--- config.mk ---
export PLATFORM = sky130hd
export DESIGN_NAME = i2c_regport
export DESIGN_NICKNAME = d
export VERILOG_FILES = /design/src/rtl/i2c_regport_pkg.sv /design/src/rtl/i2c_regport_sync.sv /design/src/rtl/i2c_regport_ptr.sv /design/src/rtl/i2c_regport_fsm.sv /design/src/rtl/i2c_regport.sv
export SDC_FILE = /design/constraint.sdc
export NUM_CORES = 1
export LEC_CHECK = 0
export ABC_AREA = 1
export CELL_PAD_IN_SITES_DETAIL_PLACEMENT = 0
export CELL_PAD_IN_SITES_GLOBAL_PLACEMENT = 1
export CORE_ASPECT_RATIO = 0.9
export CORE_MARGIN = 2
export CORE_UTILIZATION = 44
export DETAILED_ROUTE_END_ITERATION = 7
export GPL_TIMING_DRIVEN = 0
export PLACE_DENSITY_LB_ADDON = 0.1
export SYNTH_ARGS = -nofsm -noshare
export SYNTH_HDL_FRONTEND = slang
export SYNTH_SLANG_ARGS = --single-unit
--- constraint.sdc ---
create_clock -name clk -period 2.55 [get_ports clk]
set_clock_uncertainty 0.15 [all_clocks]
set_input_delay 0.3825 -clock clk [delete_from_list [all_inputs] [get_ports clk]]
set_output_delay 0.3825 -clock clk [all_outputs]
set_load 0.01 [all_outputs]
--- src/rtl/i2c_regport_pkg.sv ---
package i2c_regport_pkg;
   localparam int BYTE_W = 8;
   localparam int BITCNT_W = 4;

   typedef enum logic [3:0] {
      S_IDLE,
      S_DEV,
      S_DEV_ACK,
      S_WADDR,
      S_WADDR_ACK,
      S_WDATA,
      S_WDATA_ACK,
      S_RDATA,
      S_RACK
   } xfer_state_t;
endpackage

--- src/rtl/i2c_regport_sync.sv ---
module i2c_regport_sync #(
   parameter int SYNC_STAGES = 2
) (
   input  logic clk,
   input  logic rst_n,
   input  logic scl_i,
   input  logic sda_i,
   output logic sda_s,
   output logic scl_rise,
   output logic scl_fall,
   output logic start_det,
   output logic stop_det
);
   generate
      if (SYNC_STAGES < 2) begin : g_bad_stages
         $error("i2c_regport_sync: SYNC_STAGES must be at least 2");
      end
   endgenerate

   logic [SYNC_STAGES-1:0] scl_ff;
   logic [SYNC_STAGES-1:0] sda_ff;
   logic                   scl_d;
   logic                   sda_d;
   logic                   scl_s;

   always_ff @(posedge clk or negedge rst_n) begin
      if (!rst_n) begin
         scl_ff <= '1;
         sda_ff <= '1;
         scl_d  <= 1'b1;
         sda_d  <= 1'b1;
      end else begin
         scl_ff <= {scl_ff[SYNC_STAGES-2:0], scl_i};
         sda_ff <= {sda_ff[SYNC_STAGES-2:0], sda_i};
         scl_d  <= scl_ff[SYNC_STAGES-1];
         sda_d  <= sda_ff[SYNC_STAGES-1];
      end
   end

   assign scl_s     = scl_ff[SYNC_STAGES-1];
   assign sda_s     = sda_ff[SYNC_STAGES-1];
   assign scl_rise  = scl_s & ~scl_d;
   assign scl_fall  = ~scl_s & scl_d;
   assign start_det = scl_s & scl_d & sda_d & ~sda_s;
   assign stop_det  = scl_s & scl_d & ~sda_d & sda_s;
endmodule

--- src/rtl/i2c_regport_ptr.sv ---
module i2c_regport_ptr #(
   parameter int DEPTH = 20,
   parameter int AW    = $clog2(DEPTH)
) (
   input  logic          clk,
   input  logic          rst_n,
   input  logic          clr,
   input  logic          load,
   input  logic [7:0]    load_val,
   input  logic          inc,
   output logic [AW-1:0] ptr
);
   localparam logic [AW-1:0] LAST = AW'(DEPTH - 1);

   generate
      if ((1 << AW) < DEPTH) begin : g_bad_aw
         $error("i2c_regport_ptr: AW too narrow for DEPTH");
      end
   endgenerate

   logic in_range;
   assign in_range = ({24'd0, load_val} < DEPTH);

   always_ff @(posedge clk or negedge rst_n) begin
      if (!rst_n) begin
         ptr <= '0;
      end else if (clr) begin
         ptr <= '0;
      end else if (load) begin
         ptr <= in_range ? load_val[AW-1:0] : '0;
      end else if (inc) begin
         ptr <= (ptr == LAST) ? '0 : ptr + AW'(1);
      end
   end
endmodule

--- src/rtl/i2c_regport_fsm.sv ---
module i2c_regport_fsm
   import i2c_regport_pkg::*;
#(
   parameter logic [6:0] DEV_ADDR = 7'h68
) (
   input  logic              clk,
   input  logic              rst_n,
   input  logic              pwr_fail,
   input  logic              sda_s,
   input  logic              scl_rise,
   input  logic              scl_fall,
   input  logic              start_det,
   input  logic              stop_det,
   input  logic [BYTE_W-1:0] rf_rdata,
   output logic              sda_oe,
   output logic              rf_wr,
   output logic [BYTE_W-1:0] rf_wdata,
   output logic              ptr_load,
   output logic [BYTE_W-1:0] ptr_load_val,
   output logic              ptr_inc
);
   xfer_state_t         st;
   logic [BYTE_W-1:0]   shreg;
   logic [BYTE_W-1:0]   txreg;
   logic [BITCNT_W-1:0] bitcnt;
   logic                rw;
   logic                mack;
   logic                byte_done;
   logic                bus_evt;

   localparam logic [BITCNT_W-1:0] LAST_BIT = BITCNT_W'(BYTE_W);

   assign byte_done    = scl_fall && (bitcnt == LAST_BIT);
   assign bus_evt      = !pwr_fail && !start_det && !stop_det;
   assign ptr_load     = bus_evt && (st == S_WADDR) && byte_done;
   assign ptr_load_val = shreg;
   assign ptr_inc      = bus_evt && scl_rise &&
                         ((st == S_WDATA_ACK) || ((st == S_RACK) && !sda_s));
   assign rf_wdata     = shreg;

   always_ff @(posedge clk or negedge rst_n) begin
      if (!rst_n) begin
         st     <= S_IDLE;
         shreg  <= '0;
         txreg  <= '0;
         bitcnt <= '0;
         rw     <= 1'b0;
         mack   <= 1'b0;
         sda_oe <= 1'b0;
         rf_wr  <= 1'b0;
      end else if (pwr_fail) begin
         st     <= S_IDLE;
         bitcnt <= '0;
         sda_oe <= 1'b0;
         rf_wr  <= 1'b0;
      end else begin
         rf_wr <= 1'b0;
         if (start_det) begin
            st     <= S_DEV;
            bitcnt <= '0;
            sda_oe <= 1'b0;
         end else if (stop_det) begin
            st     <= S_IDLE;
            sda_oe <= 1'b0;
         end else begin
            unique case (st)
               S_IDLE: ;
               S_DEV, S_WADDR, S_WDATA: begin
                  if (scl_rise) begin
                     shreg  <= {shreg[BYTE_W-2:0], sda_s};
                     bitcnt <= bitcnt + BITCNT_W'(1);
                  end else if (byte_done) begin
                     bitcnt <= '0;
                     if (st == S_DEV) begin
                        if (shreg[BYTE_W-1:1] == DEV_ADDR) begin
                           st     <= S_DEV_ACK;
                           rw     <= shreg[0];
                           sda_oe <= 1'b1;
                        end else begin
                           st <= S_IDLE;
                        end
                     end else if (st == S_WADDR) begin
                        st     <= S_WADDR_ACK;
                        sda_oe <= 1'b1;
                     end else begin
                        st     <= S_WDATA_ACK;
                        sda_oe <= 1'b1;
                        rf_wr  <= 1'b1;
                     end
                  end
               end
               S_DEV_ACK: begin
                  if (scl_fall) begin
                     bitcnt <= '0;
                     if (rw) begin
                        st     <= S_RDATA;
                        txreg  <= rf_rdata;
                        sda_oe <= ~rf_rdata[BYTE_W-1];
                     end else begin
                        st     <= S_WADDR;
                        sda_oe <= 1'b0;
                     end
                  end
               end
               S_WADDR_ACK, S_WDATA_ACK: begin
                  if (scl_fall) begin
                     st     <= S_WDATA;
                     bitcnt <= '0;
                     sda_oe <= 1'b0;
                  end
               end
               S_RDATA: begin
                  if (scl_rise) begin
                     bitcnt <= bitcnt + BITCNT_W'(1);
                  end else if (byte_done) begin
                     st     <= S_RACK;
                     bitcnt <= '0;
                     sda_oe <= 1'b0;
                  end else if (scl_fall) begin
                     txreg  <= {txreg[BYTE_W-2:0], 1'b0};
                     sda_oe <= ~txreg[BYTE_W-2];
                  end
               end
               S_RACK: begin
                  if (scl_rise) begin
                     mack <= ~sda_s;
                  end else if (scl_fall) begin
                     bitcnt <= '0;
                     if (mack) begin
                        st     <= S_RDATA;
                        txreg  <= rf_rdata;
                        sda_oe <= ~rf_rdata[BYTE_W-1];
                     end else begin
                        st <= S_IDLE;
                     end
                  end
               end
               default: st <= S_IDLE;
            endcase
         end
      end
   end
endmodule

--- src/rtl/i2c_regport.sv ---
module i2c_regport #(
   parameter logic [6:0] DEV_ADDR    = 7'h68,
   parameter int         DEPTH       = 20,
   parameter int         SYNC_STAGES = 2,
   parameter int         AW          = $clog2(DEPTH)
) (
   input  logic          clk,
   input  logic          rst_n,
   input  logic          pwr_fail,
   input  logic          scl_i,
   input  logic          sda_i,
   output logic          sda_oe,
   output logic [AW-1:0] rf_addr,
   output logic          rf_wr,
   output logic [7:0]    rf_wdata,
   input  logic [7:0]    rf_rdata
);
   generate
      if (DEPTH < 2 || DEPTH > 256) begin : g_bad_depth
         $error("i2c_regport: DEPTH must lie in 2..256");
      end
   endgenerate

   logic       sda_s;
   logic       scl_rise;
   logic       scl_fall;
   logic       start_det;
   logic       stop_det;
   logic       ptr_load;
   logic [7:0] ptr_load_val;
   logic       ptr_inc;

   i2c_regport_sync #(.SYNC_STAGES(SYNC_STAGES)) u_sync (
      .clk       (clk),
      .rst_n     (rst_n),
      .scl_i     (scl_i),
      .sda_i     (sda_i),
      .sda_s     (sda_s),
      .scl_rise  (scl_rise),
      .scl_fall  (scl_fall),
      .start_det (start_det),
      .stop_det  (stop_det)
   );

   i2c_regport_fsm #(.DEV_ADDR(DEV_ADDR)) u_fsm (
      .clk          (clk),
      .rst_n        (rst_n),
      .pwr_fail     (pwr_fail),
      .sda_s        (sda_s),
      .scl_rise     (scl_rise),
      .scl_fall     (scl_fall),
      .start_det    (start_det),
      .stop_det     (stop_det),
      .rf_rdata     (rf_rdata),
      .sda_oe       (sda_oe),
      .rf_wr        (rf_wr),
      .rf_wdata     (rf_wdata),
      .ptr_load     (ptr_load),
      .ptr_load_val (ptr_load_val),
      .ptr_inc      (ptr_inc)
   );

   i2c_regport_ptr #(.DEPTH(DEPTH), .AW(AW)) u_ptr (
      .clk      (clk),
      .rst_n    (rst_n),
      .clr      (pwr_fail),
      .load     (ptr_load),
      .load_val (ptr_load_val),
      .inc      (ptr_inc),
      .ptr      (rf_addr)
   );
endmodule

==> key figures <==
Outcome
  – Status: complete, no violations

CTS
  – CTS tree: yes
  – Hold-fix buffers, CTS: 0
  – Clk Latency, worst-skew pair: 0.31 ns
  – Setup repair bufs after CTS: 0
  – Clock Sinks: 38
  – Clock Path Buffers: 2
  – Root buf cell: clkbuf_8
  – Clk slew on worst S/H paths: 0.09 ns
  – Maximum level of the CTS H-tree: 2
  – Post_cts resized: 0
  – Total CTS buffers: 5

Place
  – Placement Cell Area: 0.002710 mm^2
  – Port bufs: 26
  – RePlAce Congestion: 0.8639
  – Post-Place Worst Slack: 0.5815 ns
  – Dpl cells: 405
  – Dpl hpwl: 4030 um

Global routing
  – First-pass GRT wire length: 9335 um
  – Antenna violations before repair: 0
  – Gr ovfl total: 0
  – Largest net degree at the start of global routing: 39
  – All-Layer GR Usage: 0.2045
  – Vias in the first global route: 1968

Flow run
  – Number of max-cap violations: 0

STA
  – Tmin final: 1.988 ns
  – Max-slew violations: 0
  – Fin. Hold Viols: 0
  – Unrepaired setup endpoints after global routing: no
  – Worst-Margin Slew: 0.8494 ns
  – Final worst slack: 0.5623 ns
  – Tcrit/Tclk final: 0.7795
  – Finish-stage setup viols: 0
  – Slew margin rel.: 0.4337
  – Fmax: 503.1 MHz

Worst setup path
  – Crit Reg-Reg Endpoint: u_ptr.ptr[4]$_DFFE_PN0P_
  – R2R Setup Slk: 0.56 ns
  – Worst r2r path cells: 11
  – Critical Setup Path Class: reg2reg
  – Worst setup SP type: register
  – Worst-path fanout max: 10
  – Setup crit end kind: register
  – CP max stage delay: 0.42 ns
  – FF-to-FF Start: u_fsm.bitcnt[0]$_DFFE_PN0P_
  – Worst path slowest cell: dfrtp_1
  – Crit-path most repeated cell: nand2_1
  – Crit path depth: 11
  – Sequence of cells on the critical path: inv_1, ha_1, nand2_1, nor2_2, nand2_2, inv_2, nand3_2, buf_6, or2_0, nand3_1, nand2_1
  – Worst EP arrival: 2.03 ns
  – Top cell family by delay on the critical path: simple AND/OR/NAND/NOR gates
  – Worst path bufs/invs: 3
  – CP required: 2.60 ns

Min path
  – Class of the tightest hold or removal check: in2async

Floorplanning
  – Starting Density: 0.4539
  – Die area: 0.005993 mm^2
  – Area of the core: 0.005224 mm^2
  – Die width: 81.38 um
  – Row count: 25
  – Die height: 73.64 um
  – # IOs: 28

Logic synthesis
  – XOR/XNOR Fraction of Synth Area: 0.01108
  – Largest cells by area after synthesis: dfrtp_1 (34%), nand2_1 (13%), dfstp_2 (6.6%), nand3_1 (5.9%), nor2_1 (4.7%)
  – Register bit total from synthesis: 38
  – Post-synthesis cell area: 0.002371 mm^2
  – Async set-or-reset flop fraction in the synthesized netlist: 1.000
  – Dominant cell by count in the synthesized netlist: nand2_1
  – YS warnings: 0
  – Top cells by count, synth: nand2_1 (81), dfrtp_1 (32), nor2_1 (30)
  – Synth Instances: 312
  – Syn_area_per_cell: 7.599 um^2
  – Post-Syn Nets: 328
  – Post-synth top area share: 0.3377
  – Mux contribution to synthesized area: 0.03008
  – Top_reg_cell synth: dfrtp_1
  – Synth Area in Simple Gates: 0.3636
  – Synth Area in Compound Gates: 0.09815
  – Sequential share of the synthesized area: 0.4042
  – EDFF count, synth: 0
  – Adder-Cell Fraction of Synth Area: 0.01583
  – Cell taking the most area after synthesis: dfrtp_1
  – Unique cell type count in the Yosys netlist: 34
  – Largest family of logic cells by synthesized area: simple AND/OR/NAND/NOR gates

Cells and area
  – Share of layout cells above drive strength 1: 0.2110
  – Fillers: 521
  – Cell area after layout: 0.002824 mm^2
  – Area grow syn2layout: 19.10%
  – Reg area: 958.4 um^2
  – Multi-input gate area: 0.001230 mm^2
  – Antenna cells: 0
  – Final nets: 361
  – Fin cells: 413

Pwr
  – P_leak: 1.417 nW
  – PwrDens: 468.5 mW/mm^2
  – IR drop worst, VDD: 237.3 uV
  – Overall Power: 1.323 mW

Drt
  – Drt pass-1 iters: 4
  – Remaining antenna violation count: 0
  – Starting DRC count in detailed routing: 170
  – # DRC: 0
  – Vias/cell: 5.068
  – Vias: 2093
  – Drt wl/cell: 13.11 um
  – Final wirelength: 5415 um
worst reg2reg max path: cells and delay by family (launching register included):
kind	cells	cell delay (ns)
AND/OR/NAND/NOR	7	0.82
flip-flops	1	0.42
buffers and inverters	3	0.35
adder cells (fa/ha/maj)	1	0.14
how the worst max path moves through the flow:
| stage | start | to | slack [ns] |
|---|---|---|---|
| 2_1_floorplan | u_fsm.bitcnt[0]$_DFFE_PN0P_ | u_ptr.ptr[0]$_DFFE_PN0P_ | 0.82 |
| 3_3_place_gp | rst_n | u_ptr.ptr[2]$_DFFE_PN0P_ | -0.03 |
| 3_5_place_dp | u_fsm.bitcnt[0]$_DFFE_PN0P_ | u_ptr.ptr[4]$_DFFE_PN0P_ | 0.58 |
| 4_1_cts | u_fsm.bitcnt[0]$_DFFE_PN0P_ | u_ptr.ptr[4]$_DFFE_PN0P_ | 0.56 |
| 5_1_grt | u_fsm.bitcnt[0]$_DFFE_PN0P_ | u_ptr.ptr[0]$_DFFE_PN0P_ | 0.44 |
| 6_report | u_fsm.bitcnt[0]$_DFFE_PN0P_ | u_ptr.ptr[4]$_DFFE_PN0P_ | 0.56 |
cell families (layout without fill, tap and decap cells):
| kind of cell | Yosys count | in the layout |
|---|---|---|
| muxes | 7 | 7 |
| buffers and inverters | 40 | 74 |
| adders and majority gates | 3 | 3 |
| DFF | 38 | 38 |
| xor gates and xnor gates | 3 | 3 |
| and+or+nand+nor | 183 | 183 |
| AOI/OAI and AO/OA | 38 | 38 |
cell usage in the layout, fill, tap and decap left out, types with 4 or more instances in the layout:
cell,synthesis,layout
o21ai_0,11,11
dfstp_2,6,6
o21ai_2,8,8
inv_2,10,10
nand2_2,15,15
clkdlybuf4s50_1,0,25
nand2_1,81,81
nor2_4,4,4
dfrtp_1,32,32
nor2_2,8,8
nor2_1,30,30
inv_1,23,23
mux2i_1,6,6
nand3_1,28,28
buf_6,4,4
nor3_1,5,5
a21oi_1,11,11
or2_0,5,5
clkbuf_8,0,5
metal layers:
layer | global-route usage | up-vias | routed length (um)
met5 | 0 | - | 0
met4 | 0.07910 | 0 | 93
met3 | 0.03563 | 7 | 201
met2 | 0.3197 | 38 | 2454
met1 | 0.2822 | 986 | 2665
li1 | - | 1062 | -
power by group:
part	internal (mW)	switching (mW)
combinational	0.0642	0.0789
clock	0.291	0.247
sequential	0.624	0.0178
total	0.980	0.343
stage by stage:
stage / hold slack [ns] / util / setup TNS, ns
5_1_grt: 0.1080 / 0.5406 / 0
2_1_floorplan: -0.06309 / - / 0
4_1_cts: 0.06581 / 0.5406 / 0
6_report: 0.02319 / 0.5406 / 0
3_5_place_dp: 0.1968 / 0.5188 / 0
3_3_place_gp: 0.1960 / 0.5198 / -0.7745
state kept, by name, indices dropped and copies added, names as in the netlist:
name and cells:
u_fsm.txreg 7, u_sync.scl_d 1, u_sync.scl_ff 2, u_fsm.rw 1
u_fsm.sda_oe 1, u_fsm.bitcnt 4, u_fsm.ptr_load_val 8, u_ptr.ptr 5
u_fsm.st 4, u_fsm.rf_wr 1, u_sync.sda_ff 2, u_fsm.mack 1
u_sync.sda_d 1
cell type report:
class / instances / share of cell area
clock inverter: 3 / 0.01595
tap: 67 / 0.02969
multi-input combinational: 234 / 0.4355
clock buffer: 5 / 0.02437
timing repair buffer: 26 / 0.09039
buffer: 5 / 0.01772
sequential: 38 / 0.3394
inverter: 35 / 0.04696
Power figures use the tool's default switching activity.
